### config.mk
export PLATFORM = sky130hd
export DESIGN_NAME = aer_frame_capture
export DESIGN_NICKNAME = d
export VERILOG_FILES = /design/src/rtl/aer_capture_pkg.sv /design/src/rtl/aer_row_tracker.sv /design/src/rtl/aer_event_packer.sv /design/src/rtl/aer_capture_ctrl.sv /design/src/rtl/aer_frame_capture.sv
export SDC_FILE = /design/constraint.sdc
export NUM_CORES = 1
export LEC_CHECK = 0
export BUFFER_PORTS_ARGS = -buffer_cell sky130_fd_sc_hd__buf_4
export CAP_MARGIN = 10
export CORE_ASPECT_RATIO = 1.75
export CORE_MARGIN = 4
export CORE_UTILIZATION = 40
export CTS_BUF_LIST = sky130_fd_sc_hd__clkbuf_2 sky130_fd_sc_hd__clkbuf_4 sky130_fd_sc_hd__clkbuf_8
export CTS_CLUSTER_SIZE = 8
export DETAILED_ROUTE_END_ITERATION = 10
export SLEW_MARGIN = 20
export SYNTH_ARGS = -nofsm -noshare
export SYNTH_HDL_FRONTEND = slang
export SYNTH_SLANG_ARGS = --single-unit
### constraint.sdc
create_clock -name clk -period 3.2 [get_ports clk]
set_input_delay 0.16 -clock clk [delete_from_list [all_inputs] [get_ports clk]]
set_output_delay 0.16 -clock clk [all_outputs]
set_load 0.05 [all_outputs]
### src/rtl/aer_capture_pkg.sv
package aer_capture_pkg;
  localparam int HALF_W = 16;
  localparam logic [HALF_W-1:0] PAD_HALF = 16'hFFFF;

  // Halfword layout: {zeros, row, column, sign}
  function automatic logic [HALF_W-1:0] pack_event(input int row, input int col,
                                                   input logic sgn, input int col_w);
    int v;
    v = (row << (col_w + 1)) | (col << 1) | int'(sgn);
    return HALF_W'(v);
  endfunction
endpackage

### src/rtl/aer_row_tracker.sv
module aer_row_tracker #(
  parameter int ROWS  = 64,
  parameter int ROW_W = $clog2(ROWS)
) (
  input  logic             clk,
  input  logic             rst_n,
  input  logic             clear,
  input  logic             advance,
  output logic [ROW_W-1:0] row,
  output logic             last_eor
);
  logic [ROW_W-1:0] row_q;

  assign last_eor = advance && (row_q == ROW_W'(ROWS - 1));
  assign row      = row_q;

  always_ff @(posedge clk) begin
    if (!rst_n || clear) begin
      row_q <= '0;
    end else if (advance) begin
      row_q <= last_eor ? '0 : row_q + 1'b1;
    end
  end
endmodule

### src/rtl/aer_event_packer.sv
module aer_event_packer
  import aer_capture_pkg::*;
#(
  parameter int EV_PER_WORD = 2,
  parameter int WORD_W      = EV_PER_WORD * HALF_W
) (
  input  logic              clk,
  input  logic              rst_n,
  input  logic              clear,
  input  logic              push,
  input  logic [HALF_W-1:0] ev_half,
  input  logic              flush,
  input  logic              fifo_full,
  output logic              fifo_wr_en,
  output logic [WORD_W-1:0] fifo_wr_data,
  output logic              overflow,
  output logic              word_ready
);
  localparam int FILL_W = $clog2(EV_PER_WORD + 1);

  logic [FILL_W-1:0] fill_q, fill_n;
  logic [HALF_W-1:0] slot_q [EV_PER_WORD];
  logic [HALF_W-1:0] slot_n [EV_PER_WORD];
  logic [WORD_W-1:0] word_n;
  logic              slots_full;

  always_comb begin
    fill_n = fill_q;
    for (int i = 0; i < EV_PER_WORD; i++) slot_n[i] = slot_q[i];
    if (push) begin
      for (int i = 0; i < EV_PER_WORD; i++)
        if (FILL_W'(i) == fill_q) slot_n[i] = ev_half;
      fill_n = fill_q + 1'b1;
    end
    slots_full = (fill_n == FILL_W'(EV_PER_WORD));
    word_ready = slots_full || (flush && (fill_n != '0));
  end

  generate
    for (genvar g = 0; g < EV_PER_WORD; g++) begin : g_lane
      assign word_n[(EV_PER_WORD-1-g)*HALF_W +: HALF_W] =
        (FILL_W'(g) < fill_n) ? slot_n[g] : PAD_HALF;
    end
  endgenerate

  always_ff @(posedge clk) begin
    if (!rst_n || clear) begin
      fill_q       <= '0;
      fifo_wr_en   <= 1'b0;
      fifo_wr_data <= '0;
      overflow     <= 1'b0;
      for (int i = 0; i < EV_PER_WORD; i++) slot_q[i] <= '0;
    end else begin
      fifo_wr_en <= word_ready && !fifo_full;
      if (word_ready) fifo_wr_data <= word_n;
      if (word_ready && fifo_full) overflow <= 1'b1;
      fill_q <= word_ready ? '0 : fill_n;
      for (int i = 0; i < EV_PER_WORD; i++) slot_q[i] <= slot_n[i];
    end
  end
endmodule

### src/rtl/aer_capture_ctrl.sv
module aer_capture_ctrl #(
  parameter int PIX_W = 14
) (
  input  logic             clk,
  input  logic             rst_n,
  input  logic             mode_active,
  input  logic             frame_start,
  input  logic             ev_valid,
  input  logic             last_eor,
  input  logic             cnt_valid,
  input  logic [PIX_W-1:0] cnt_value,
  output logic             capturing,
  output logic             accept,
  output logic [PIX_W-1:0] pix_count,
  output logic             frame_done
);
  typedef enum logic [1:0] {ST_WAIT, ST_CAPT, ST_COUNT} cap_state_e;
  cap_state_e state_q;

  assign capturing = (state_q == ST_CAPT) && !frame_start;
  assign accept    = capturing && ev_valid;

  always_ff @(posedge clk) begin
    if (!rst_n) begin
      state_q    <= ST_WAIT;
      pix_count  <= '0;
      frame_done <= 1'b0;
    end else if (frame_start) begin
      state_q    <= mode_active ? ST_CAPT : ST_COUNT;
      pix_count  <= '0;
      frame_done <= 1'b0;
    end else begin
      case (state_q)
        ST_CAPT: begin
          if (accept) pix_count <= pix_count + 1'b1;
          if (last_eor) begin
            state_q    <= ST_WAIT;
            frame_done <= 1'b1;
          end
        end
        ST_COUNT: begin
          if (cnt_valid) begin
            pix_count  <= cnt_value;
            frame_done <= 1'b1;
            state_q    <= ST_WAIT;
          end
        end
        default: state_q <= ST_WAIT;
      endcase
    end
  end
endmodule

### src/rtl/aer_frame_capture.sv
module aer_frame_capture
  import aer_capture_pkg::*;
#(
  parameter int COLS        = 128,
  parameter int ROWS        = 64,
  parameter int EV_PER_WORD = 2,
  localparam int COL_W      = $clog2(COLS),
  localparam int ROW_W      = $clog2(ROWS),
  localparam int PIX_W      = $clog2(COLS * ROWS + 1),
  localparam int WORD_W     = EV_PER_WORD * HALF_W
) (
  input  logic              clk,
  input  logic              rst_n,
  input  logic              mode_active,
  input  logic              frame_start,
  input  logic              ev_valid,
  input  logic [COL_W-1:0]  ev_col,
  input  logic              ev_sign,
  input  logic              eor,
  input  logic              cnt_valid,
  input  logic [PIX_W-1:0]  cnt_value,
  input  logic              fifo_full,
  output logic              fifo_wr_en,
  output logic [WORD_W-1:0] fifo_wr_data,
  output logic [PIX_W-1:0]  pix_count,
  output logic              frame_done,
  output logic              overflow
);
  logic             capturing;
  logic             accept;
  logic             last_eor;
  logic             word_ready;
  logic [ROW_W-1:0] row;
  logic [HALF_W-1:0] ev_half;

  assign ev_half = pack_event(int'(row), int'(ev_col), ev_sign, COL_W);

  aer_capture_ctrl #(.PIX_W(PIX_W)) u_ctrl (
    .clk(clk), .rst_n(rst_n), .mode_active(mode_active),
    .frame_start(frame_start), .ev_valid(ev_valid), .last_eor(last_eor),
    .cnt_valid(cnt_valid), .cnt_value(cnt_value), .capturing(capturing),
    .accept(accept), .pix_count(pix_count), .frame_done(frame_done)
  );

  aer_row_tracker #(.ROWS(ROWS)) u_rows (
    .clk(clk), .rst_n(rst_n), .clear(frame_start),
    .advance(capturing && eor), .row(row), .last_eor(last_eor)
  );

  aer_event_packer #(.EV_PER_WORD(EV_PER_WORD)) u_pack (
    .clk(clk), .rst_n(rst_n), .clear(frame_start), .push(accept),
    .ev_half(ev_half), .flush(last_eor), .fifo_full(fifo_full),
    .fifo_wr_en(fifo_wr_en), .fifo_wr_data(fifo_wr_data),
    .overflow(overflow), .word_ready(word_ready)
  );
endmodule

* Yosys cells after proc, flatten, opt, wreduce, memory -nomap -nowiden
Memory sizes are Yosys's and may differ from the RTL's. Index checks and enable logic that the tools add are counted. W data, S select, Z words.
Word-level totals: bits in writable memories 32, bits of input ports 30, logic and storage cells 72, output and inout port bits 49, register bits after elaboration 59, memories kept 1
Memories:
- u_pack.slot_q | depth 2, bits a word 16, rd ports 2, clocked after Yosys merged registers in 0, wr ports 2, line aer_event_packer.sv:22 | logic [HALF_W-1:0] slot_q [EV_PER_WORD];
Cells by class: add/subtract/negate cells 3, $lt $le $gt $ge 2, equal/unequal tests 10, mux-type cells 23, reductions and logical operators 20, bitwise operators 5
Operators by type and width (number):
- $mux W16 | 6
- $mux W32 | 1
- $mux W14 | 2
- $pmux W14 S2 | 1
- $add A14 B1 Y14 const B | 1
- $or A14 B1 Y14 | 1
- $or A14 B8 Y14 | 1
- $mux W2 | 5
- $logic_and A1 B1 Y1 | 7
- $add A6 B1 Y6 const B | 1
- $eq A6 B6 Y1 const B | 1
- $mux W6 | 1
- $ne A2 B2 Y1 const B | 3
- $ne A3 B3 Y1 const B | 2
- $reduce_and A3 Y1 | 2
- $mux W1 | 5
- $eq A2 B2 Y1 const B | 2
- $lt A1 B2 Y1 const A | 2
- $pmux W2 S2 | 1
- $reduce_bool A2 Y1 | 2
- $reduce_or A2 Y1 | 2
- $logic_not A1 Y1 | 3
- $add A2 B1 Y2 const B | 1
- $eq A1 B2 Y1 const A | 1
- other kinds (7) | 9

* Depth between registers and ports, before layout
Gate-level depths: netlist of run 1.
depth in word-level cells 8, mapped depth 8

* Modules after synthesis
Synthesis of run 1 repeated with hierarchy kept, for this count alone.
Unflattened totals: cells, all modules 481, area total of the unflattened synthesis 4434.3 µm²
By module, submodules not included:
- aer_event_packer | area an instance 3110.5 µm², cells an instance 313, instances 1
- aer_capture_ctrl | area an instance 1036.0 µm², cells an instance 136, instances 1
- aer_row_tracker | area an instance 277.8 µm², cells an instance 30, instances 1
- aer_frame_capture | area an instance 10.0 µm², cells an instance 2, instances 1

* Least setup slack after synthesis of run 1
Ideal clock, no wire load.
path kind reg2reg, from register u_pack.fill_q[0], to register u_pack.fifo_wr_data[7], setup slack 1.339 ns, required time 3.076 ns, data arrival time 1.738 ns, cell stages (with the launch flop) 7, clock period less this slack 1.861 ns, cells stage by stage dfxtp_1 ha_1 clkbuf_1 clkbuf_1 mux2_2 o221ai_1 mux2i_1
On the way: longest elaborated chain between the ends 5, elaborated cells between the ends (all ways) 11
Ends and longest elaborated chain:
- start: declaration | line aer_event_packer.sv:21 | logic [FILL_W-1:0] fill_q, fill_n;
- start signal: assignment | line aer_event_packer.sv:57 | fill_q <= word_ready ? '0 : fill_n;
- branches (longest 5 deep; another with $add A2 B1 Y2)
- end signal: assignment | line aer_event_packer.sv:55 | if (word_ready) fifo_wr_data <= word_n;
- end: declaration | line aer_event_packer.sv:15 | output logic [WORD_W-1:0] fifo_wr_data,
Several ways; the timed one is not identified. A chain may end at the register's enable or synchronous reset.

* Worst setup path in the final report of run 1
from register u_ctrl.state_q[1], to register u_ctrl.pix_count[3]
On the way: longest elaborated chain between the ends 5, elaborated cells between the ends (all ways) 9
Ends and longest elaborated chain:
- start: declaration | line aer_capture_ctrl.sv:18 | cap_state_e state_q;
- start signal: assignment | line aer_capture_ctrl.sv:29 | state_q <= mode_active ? ST_CAPT : ST_COUNT;
- $eq A2 B1 Y1 | line aer_capture_ctrl.sv:20, aer_capture_ctrl.sv:33
- $logic_and A1 B1 Y1 | line aer_capture_ctrl.sv:20 | assign capturing = (state_q == ST_CAPT) && !frame_start;
- $logic_and A1 B1 Y1 | line aer_capture_ctrl.sv:21 | assign accept = capturing && ev_valid;
- $ne A2 B2 Y1 (no source line)
- $reduce_and A3 Y1 (no source line)
- end signal: assignment | line aer_capture_ctrl.sv:35 | if (accept) pix_count <= pix_count + 1'b1;
- end signal: assignment | line aer_capture_ctrl.sv:43 | pix_count <= cnt_value;
- end: declaration | line aer_capture_ctrl.sv:14 | output logic [PIX_W-1:0] pix_count,
Parallel ways exist; a longest one is shown, timed or not.

==> metrics.cfg, run 1 <==
[placed_design]
hpwl_mm = 7.64
place.gp.congestion = 0.832
place.port_buffers = 78

[setup_path]
path_max_fanout = 34
critical_path_class = reg2reg
critPathArrivalTime_ns = 2.50
start_kind = flip-flop
startpoint = u_ctrl.state_q[1]
cp_data_required_time_ns = 3.48
critPathCaptureType = flip-flop
worstReg2RegStart = u_ctrl.state_q[1]

[timing]
tightest_slew_ns = 0.962
rsz0062_at_grt = false
post-route-period-util_pct = 69.4
finalHoldViolations = 0
max_freq_mhz = 450
fin_skew_ns = 0.0154
timing.final.crit_period_ns = 2.22
slew_viol_final = 0
relSlewSlack_pct = 35.9
fin_setup_tns_ns = 0
setup_violations = 0

[yosys]
synth_top_family_by_area = simple AND/OR/NAND/NOR gates
synth_area_sq_um = 4330
yosys_register_bits = 91
synth_cell_types = 49
synth_compound_area_share_pct = 17.3
ys_warn_count = 0
ys.flop_type = dfxtp_1
yosys.area_share.simple_pct = 20.0
syn_area_per_cell_sq_um = 9.21
synth.most_common_cell = dfxtp_1
synth-edff-count = 0
synthAdderAreaFrac_pct = 1.16
synth_common_cells = dfxtp_1, nand2_1, a21oi_1
syn-num-nets = 504
synth.top_cell.area_share_pct = 42.1
yosys.area.top_type = dfxtp_1
synth.area.top_cells = dfxtp_1, nand2_1, mux2_2
ys_seq_area_share_pct = 42.1
async_flop_share_pct = 0
synthMuxAreaShare_pct = 13.2
synth_cells = 470
synth_xor_xnor_area_share_pct = 1.01

[pwr]
leakagePower_nw = 2.19
p_per_area_nw_per_um2 = 400
vdd_ir_drop_max_mv = 0.338

[floorplan]
die_x_um = 86.6
boundaryPins = 79
coreArea_sq_um = 10600
start_util_pct = 40.7
die_height_um = 146
row_count = 50
dieArea_sq_um = 12600

[layout]
num_antenna_cells = 0
nNetsFinal = 564
fin_util_pct = 48.5
syn2layout_area_growth_pct = 19.2
drive_gt1_share_pct = 25.4

[grt]
grt.busiest_layer = met2
met1_usage_pct = 19.4
grt.total_usage_pct = 17.7
use_met3_pct = 3.40
grt_pass1_wl_mm = 17.9
overflow = 0
grt_start_max_net_pins = 44
grt.met2_usage_pct = 32.0
grt_pass1_vias = 3638
antenna_found_initial = 0

[clock_tree]
cts.sinks = 91
cts_tree = yes
postCtsSetupBuffers = 0
cts_buffers = 9
clockBufferDepth = 2
clkLatencyLatePin_ns = 0.36
ctsRootBufferMaster = clkbuf_8
clkTransAtPathRegs_ns = 0.08
htree_levels = 3

[worst_hold_path]
hold_path.class = in2reg
min-delay-start = rst_n

[detailed_routing]
dr.first_iter.drc_count = 164
vias = 3630
route.detailed.drc = 0
routedWlPerCell_um = 16.6
routed_wl_mm = 11.0
drtPass1Iterations = 4
viasPerCell = 5.46
detail-route-antenna-nets = 0

[flow_run]
cap_violations = 0

[run_status]
status = finished, final reports clean

[registers in the layout, summed over array words and instances (netlist names)]
register / flops
u_ctrl.frame_done: 1
u_ctrl.state_q: 2
u_pack.fifo_wr_en: 1
u_pack.fifo_wr_data: 32
u_pack.fill_q: 2
u_pack.slot_q: 32
u_rows.row: 6
u_pack.overflow: 1
u_ctrl.pix_count: 14
[cells by family (layout without fill, tap and decap cells)]
logic type,Yosys count,after routing
simple gates,167,167
xor+xnor,5,5
flops,91,91
buf+inv,43,108
fa+ha+maj,4,4
compound gates,111,111
mux,49,49
[layout make-up]
type                    count  area (sq um)
clock buffers              10           138
repair buffers             88           663
fillers                  1082          5470
clock inverters             6          65.1
well taps                 130           163
multi-input cells         336          2300
flip-flops and latches     91          1820
inverters                   4          15.0
[power breakdown]
group / internal [W] / switching (W)
combinational: 0.0000524 / 0.0000741
clock: 0.000383 / 0.000415
sequential: 0.00114 / 0.00000434
total: 0.00157 / 0.000494
[metal layers]
layer  routed length [um]  vias up  share of wire (%)
met5                    0        -                  0
met4                  348        0                3.2
met3                  527       17                4.8
met2                 5810       92                 53
met1                 4330     1708                 39
li1                     -     1813                  -
[final timing paths]
kind / depth (start not counted) / slack (ns) / end
hold reg to reg: 2 / 0.46 / u_pack.fifo_wr_data[4]
setup reg to reg: 5 / 0.98 / u_ctrl.pix_count[3]
setup / recovery: 5 / 0.98 / u_ctrl.pix_count[3]
hold / removal: 2 / 0.03 / u_ctrl.state_q[1]
[layout by cell type (no fill, tap or decap), types with 3 or more instances in the layout]
master    synthesis  layout
nor3_1           12      12
xor2_1            3       3
o21ai_0          15      15
mux2i_1          19      19
and3_1           23      23
a31oi_1           4       4
ha_1              4       4
inv_1             4       4
o21a_1           15      15
clkbuf_8          0      10
and2_1           24      24
a21boi_0         16      16
a211oi_1          3       3
o221ai_1         14      14
dfxtp_1          91      91
nand4_1           9       9
nor2_1            6       6
buf_4             1      87
mux2_2           18      18
mux2_4           12      12
nand3_1          13      13
a21oi_1          30      30
nand2_1          64      64
[stage by stage]
| step | cells | hold WS, ns | instance area [sq um] | setup slack [ns] | power, W |
|---|---|---|---|---|---|
| 6_report | 665 | 0.0338 | 5160 | 0.980 | 0.00206 |
| 5_1_grt | 665 | 0.0496 | 5160 | 0.727 | 0.00214 |
| 4_1_cts | 665 | 0.0228 | 5160 | 0.962 | 0.00208 |
| 3_5_place_dp | 648 | 0.341 | 4950 | 0.987 | 0.00129 |
| 3_3_place_gp | 648 | 0.343 | 4940 | 0.699 | 0.00129 |
| 2_1_floorplan | 470 | 0.239 | 4330 | 1.34 | 0.00124 |
[worst max-delay path: stages, from the launching register on]
cell      delay [ns]
dfxtp_1         0.41
and4bb_1        0.30
buf_4           0.27
a21oi_1         0.77
o21ai_0         0.21
a21oi_1         0.19
[what timing repair did]
item,CTS,global route
hold buffers,1,0
endpoints found under the setup margin,0,0
hold endpoints to repair,1,0
gates resized for setup,0,0
No activity file was read; power rests on OpenSTA's default activity.
==> run 2, diff against run 1 <==
==> constraint.sdc (replaced) <==
create_clock -name clk -period 2.25 [get_ports clk]
set_input_delay 0.1125 -clock clk [delete_from_list [all_inputs] [get_ports clk]]
set_output_delay 0.1125 -clock clk [all_outputs]
set_load 0.05 [all_outputs]
==> metrics.cfg, run 2 (synthesized netlist as in run 1, its figures left out) <==
[timing]
finalHoldViolations = 0  ; unchanged
post-route-period-util_pct = 89.8  ; +20 points
tightest_slew_ns = 0.788  ; -0.173 ns
fin_ws_ns = 0.230  ; -0.750 ns
rsz0062_at_grt = false
setup_violations = 0  ; unchanged
timing.final.crit_period_ns = 2.02  ; -0.200 ns
slew_viol_final = 0  ; unchanged
fin_skew_ns = 0.00565  ; -0.00975 ns
fin_setup_tns_ns = 0  ; unchanged
max_freq_mhz = 495  ; +9.9%
holdWs_ns = 0.0243  ; -0.00950 ns
relSlewSlack_pct = 47.4  ; +12 points

[clock_tree]
clkTransAtPathRegs_ns = 0.09  ; about the same
htree_levels = 3  ; unchanged
ctsRootBufferMaster = clkbuf_8
clkLatencyLatePin_ns = 0.36  ; about the same
clockBufferDepth = 2  ; unchanged
cts_tree = yes
cts_buffers = 9  ; unchanged
cts.sinks = 91  ; unchanged

[floorplan]
row_count = 50  ; unchanged
coreArea_sq_um = 10600  ; unchanged
boundaryPins = 79  ; unchanged
dieArea_sq_um = 12600  ; unchanged
die_height_um = 146  ; unchanged
die_x_um = 86.6  ; unchanged
start_util_pct = 40.7  ; unchanged

[pwr]
vdd_ir_drop_max_mv = 0.461  ; +36%
p_int_w = 0.00226  ; +44%
p_per_area_nw_per_um2 = 559  ; +40%
p_sw_share_pct = 23.2  ; -0.67 points
power_frac_clock_pct = 38.7  ; about the same
comb_power_share_pct = 6.4  ; +0.3 points
switching_power_w = 0.000685  ; +39%
leakagePower_nw = 2.25  ; +2.7%
power_frac_seq_pct = 55.0  ; -0.2 points

[grt]
grt_pass1_vias = 3698  ; +1.6%
overflow = 0  ; unchanged
grt_pass1_wl_mm = 18.0  ; +0.38%
grt.total_usage_pct = 17.9  ; +0.12 points
grt_start_max_net_pins = 68  ; +55%
antenna_found_initial = 0  ; unchanged

[detailed_routing]
route.detailed.drc = 0  ; unchanged
routedWlPerCell_um = 16.4  ; -0.88%
wl_met1_mm = 4.42  ; +2.1%
routed_wl_mm = 11.1  ; +0.91%
viasPerCell = 5.48  ; +0.31%
wl_met2_mm = 5.80  ; -0.26%
detail-route-antenna-nets = 0  ; unchanged
wl_met3_um = 481  ; -8.7%
highest_layer = met4
vias = 3707  ; +2.1%
dr.first_iter.drc_count = 139  ; -15%
drtPass1Iterations = 4  ; unchanged

[layout]
fill_cells = 1074  ; -0.74%
final_cell_mix = buf_4, dfxtp_1, nand2_1, a21oi_1, and2_1
syn2layout_area_growth_pct = 21.8
nNetsFinal = 576  ; +2.1%
reg_top3 = u_pack.fifo_wr_data (32), u_pack.slot_q (32), u_ctrl.pix_count (14)
fin_area_sq_um = 5270  ; +2.1%
drive_gt1_share_pct = 26.5  ; +1.1 points
fin_util_pct = 49.6  ; +1.0 points
mostFrequentLayoutCell = buf_4
num_antenna_cells = 0  ; unchanged

[setup_path]
start_kind = flip-flop
critPathArrivalTime_ns = 2.29  ; -0.21 ns
path_max_fanout = 34  ; unchanged
critPathCaptureType = flip-flop
critical_path_class = reg2reg
cp_data_required_time_ns = 2.52  ; -0.96 ns

[flow_run]
cap_violations = 0  ; unchanged

[worst_hold_path]
hold_path.class = in2reg

[placed_design]
place.port_buffers = 78  ; unchanged
hpwl_mm = 7.75  ; +1.4%
post-place-ws_ns = 0.0337  ; -0.953 ns
place.gp.congestion = 0.808  ; -2.9%
placed_area_sq_um = 5020  ; +1.4%

[run_status]
status = finished, final reports clean

## run 2: path summary, 6_finish.rpt
check | startpoint | endpoint | slack [ns] | cells past startpoint
worst max-delay path | u_ctrl.state_q[1] | u_ctrl.pix_count[6] | 0.23 | 5
worst min-delay path | ev_col[4] | u_pack.slot_q[0][21] | 0.02 | 3
worst max register to register | u_ctrl.state_q[1] | u_ctrl.pix_count[6] | 0.23 | 5
worst min register to register | u_pack.fifo_wr_data[11] | u_pack.fifo_wr_data[11] | 0.47 | 2
## run 2: area by class of cell
class / count / area (sq um) / share of cell area, %
sequential: 91 / 1820 / 34.6
clock inverter: 4 / 50.0 / 0.949
tap: 130 / 163 / 3.09
multi-input combinational: 336 / 2300 / 43.6
inverter: 4 / 15.0 / 0.285
timing repair buffer: 100 / 773 / 14.7
clock buffer: 12 / 153 / 2.90
## run 2: critical path: stages, from the launching register on
cell      delay [ns]
dfxtp_1         0.36
and4bb_1        0.42
buf_4           0.35
a21o_1          0.45
a21oi_1         0.12
a211oi_1        0.23
## run 2: timing repair
item / 4_1_cts / 5_1_grt
resized for setup: 1 / 0
setup buffers: 0 / 0
hold buffers: 4 / 0
endpoints found under the hold margin: 6 / 0
setup endpoints to repair: 1 / 0
## run 2: routing by layer
metal / GRT usage [%] / up-vias
met5: 0 / -
met4: 9.44 / 0
met3: 3.63 / 24
met2: 31.9 / 87
met1: 19.2 / 1764
li1: - / 1832
## run 2: power groups by stage
stage	sequential, W	combinational, W	clock, W
final	0.00162	0.000188	0.00114
after global routing	0.00162	0.000204	0.00123
after CTS	0.00162	0.000190	0.00118
after detailed placement	0.00166	0.000184	0
after global placement	0.00166	0.000184	0
after floorplan	0.00167	0.0000883	0
## run 2: per-stage QoR
step | instances | power, W
detailed placement | 657 | 0.00184
CTS | 677 | 0.00299
global placement | 657 | 0.00184
floorplan | 470 | 0.00176
global route | 677 | 0.00305
finish | 677 | 0.00295
==> run 3, diff against run 2 <==
--- a/config.mk
+++ b/config.mk
@@ -7,12 +7,12 @@
 export LEC_CHECK = 0
 export BUFFER_PORTS_ARGS = -buffer_cell sky130_fd_sc_hd__buf_4
 export CAP_MARGIN = 10
-export CORE_ASPECT_RATIO = 1.75
 export CORE_MARGIN = 4
-export CORE_UTILIZATION = 40
+export CORE_UTILIZATION = 58
 export CTS_BUF_LIST = sky130_fd_sc_hd__clkbuf_2 sky130_fd_sc_hd__clkbuf_4 sky130_fd_sc_hd__clkbuf_8
-export CTS_CLUSTER_SIZE = 8
+export CTS_CLUSTER_SIZE = 25
 export DETAILED_ROUTE_END_ITERATION = 10
+export PLACE_DENSITY = 0.83
 export SLEW_MARGIN = 20
 export SYNTH_ARGS = -nofsm -noshare
 export SYNTH_HDL_FRONTEND = slang
==> metrics.cfg, run 3 (synthesized netlist as in run 1, its figures left out) <==
[clock_tree]
htree_levels = 3  ; unchanged
clkLatencyLatePin_ns = 0.36  ; about the same
clkTransAtPathRegs_ns = 0.09  ; about the same
cts_tree = yes
cts.sinks = 91  ; unchanged
cts_resized = 0  ; -1
ctsRootBufferMaster = clkbuf_8
clockBufferDepth = 2  ; unchanged
cts_buffers = 9  ; unchanged

[timing]
fin_ws_ns = 0.254  ; +0.0237 ns
tightest_slew_ns = 0.778  ; -0.0105 ns
slew_viol_final = 0  ; unchanged
timing.final.crit_period_ns = 2.00  ; -0.0237 ns
fin_skew_ns = 0.0107  ; +0.00501 ns
post-route-period-util_pct = 88.7  ; -1.1 points
relSlewSlack_pct = 48.1  ; +0.70 points
rsz0062_at_grt = false
finalHoldViolations = 0  ; unchanged
fin_setup_tns_ns = 0  ; unchanged
setup_violations = 0  ; unchanged
max_freq_mhz = 501  ; +1.2%

[worst_hold_path]
hold_path.class = in2reg

[layout]
nNetsFinal = 571  ; -0.87%
drive_gt1_share_pct = 25.6  ; -0.86 points
final_cells = 641  ; -5.3%
final_cell_mix = dfxtp_1, buf_4, nand2_1, a21oi_1, and2_1
reg_top3 = u_pack.fifo_wr_data (32), u_pack.slot_q (32), u_ctrl.pix_count (14)
num_antenna_cells = 0  ; unchanged
syn2layout_area_growth_pct = 20.0
mostFrequentLayoutCell = dfxtp_1
fill_cells = 539  ; -50%

[grt]
grt.total_usage_pct = 23.5  ; +5.6 points
grt_start_max_net_pins = 44  ; -35%
grt_pass1_vias = 3659  ; -1.1%
grt_pass1_wl_mm = 16.8  ; -6.7%
overflow = 0  ; unchanged
antenna_found_initial = 0  ; unchanged

[placed_design]
place.port_buffers = 78  ; unchanged
dp.cells = 620  ; -5.6%
place.gp.congestion = 0.852  ; +5.5%
hpwl_mm = 6.90  ; -11%
post-place-ws_ns = 0.308  ; +0.274 ns

[detailed_routing]
vias = 3758  ; +1.4%
viasPerCell = 5.86  ; +7.1%
detail-route-antenna-nets = 0  ; unchanged
dr.first_iter.drc_count = 212  ; +53%
drtPass1Iterations = 4  ; unchanged
routedWlPerCell_um = 15.7  ; -4.5%
route.detailed.drc = 0  ; unchanged
routed_wl_mm = 10.0  ; -9.6%

[pwr]
vdd_ir_drop_max_mv = 0.461  ; about the same
leakagePower_nw = 2.22  ; -1.2%
p_per_area_nw_per_um2 = 562  ; +0.46%
totalPowerFinal_w = 0.00292  ; -1.0%

[floorplan]
boundaryPins = 79  ; unchanged
dieArea_sq_um = 8910  ; -29%
coreArea_sq_um = 7250  ; -32%
start_util_pct = 59.7  ; +19 points
die_height_um = 94.4  ; -35%
row_count = 31  ; -38%
die_x_um = 94.4  ; +9.0%

[setup_path]
critical_path_class = reg2reg
critPathArrivalTime_ns = 2.29  ; about the same
critPathCaptureType = flip-flop
path_max_fanout = 29  ; -15%
cp_data_required_time_ns = 2.54  ; +0.02 ns
start_kind = flip-flop

[run_status]
status = finished, final reports clean

[flow_run]
cap_violations = 0  ; unchanged

## run 3: changes by cell type in the layout (fill, tap and decap cells not counted)
cell	previous run	this run
a32o_2	0	1
a32o_4	1	0
buf_12	1	2
buf_4	95	88
clkbuf_4	2	1
clkbuf_8	10	9
clkinv_2	1	2
clkinv_4	0	1
clkinvlp_4	2	1
dlygate4sd3_1	4	5
inv_6	0	1
## run 3: repair_timing
action	4_1_cts	5_1_grt
hold buffers	5	0
hold endpoints to repair	7	0
buffers inserted	0	0
## run 3: worst paths after layout
| path | startpoint | to | slack, ns | cells after the start |
|---|---|---|---|---|
| hold / removal | ev_col[3] | u_pack.slot_q[0][20] | 0.02 | 3 |
| hold reg to reg | u_pack.fifo_wr_data[6] | u_pack.fifo_wr_data[6] | 0.47 | 2 |
| setup / recovery | u_ctrl.state_q[0] | u_pack.slot_q[0][19] | 0.25 | 5 |
| setup reg to reg | u_ctrl.state_q[0] | u_pack.slot_q[0][19] | 0.25 | 5 |
## run 3: final cells by class
cell class / count / area (sq um) / area share [%]
inverter: 4 / 15.0 / 0.289
clock inverter: 6 / 65.1 / 1.25
sequential: 91 / 1820 / 35.1
clock buffer: 10 / 131 / 2.53
tap: 99 / 124 / 2.38
multi-input combinational: 336 / 2290 / 44.0
timing repair buffer: 95 / 751 / 14.5
## run 3: metal layers
| layer | wire length [um] | GRT usage [%] | share of wire (%) |
|---|---|---|---|
| met4 | 313 | 11.2 | 3.1 |
| met1 | 4350 | 29.4 | 43 |
| met3 | 505 | 3.67 | 5.0 |
| met5 | 0 | 0 | 0 |
| met2 | 4880 | 39.5 | 49 |
## run 3: where the power goes
group	internal, W	switching (W)	total [W]
sequential	0.00162	0.00000624	0.00162
combinational	0.0000824	0.000104	0.000187
clock	0.000528	0.000582	0.00111
total	0.00223	0.000693	0.00292
## run 3: worst max-delay path: stages, from the launching register on
cell	delay, ns
dfxtp_1	0.41
and4bb_1	0.40
buf_4	0.32
and2_1	0.50
nand2_1	0.14
a21oi_1	0.16
## run 3: per-stage QoR
stage	utilization (%)	instance area [sq um]	hold slack [ns]
floorplan	-	4330	0.192
global placement	68.2	4950	0.303
detailed placement	68.2	4950	0.292
CTS	71.6	5190	0.00492
global route	71.6	5190	0.0246
finish	71.6	5190	0.0155
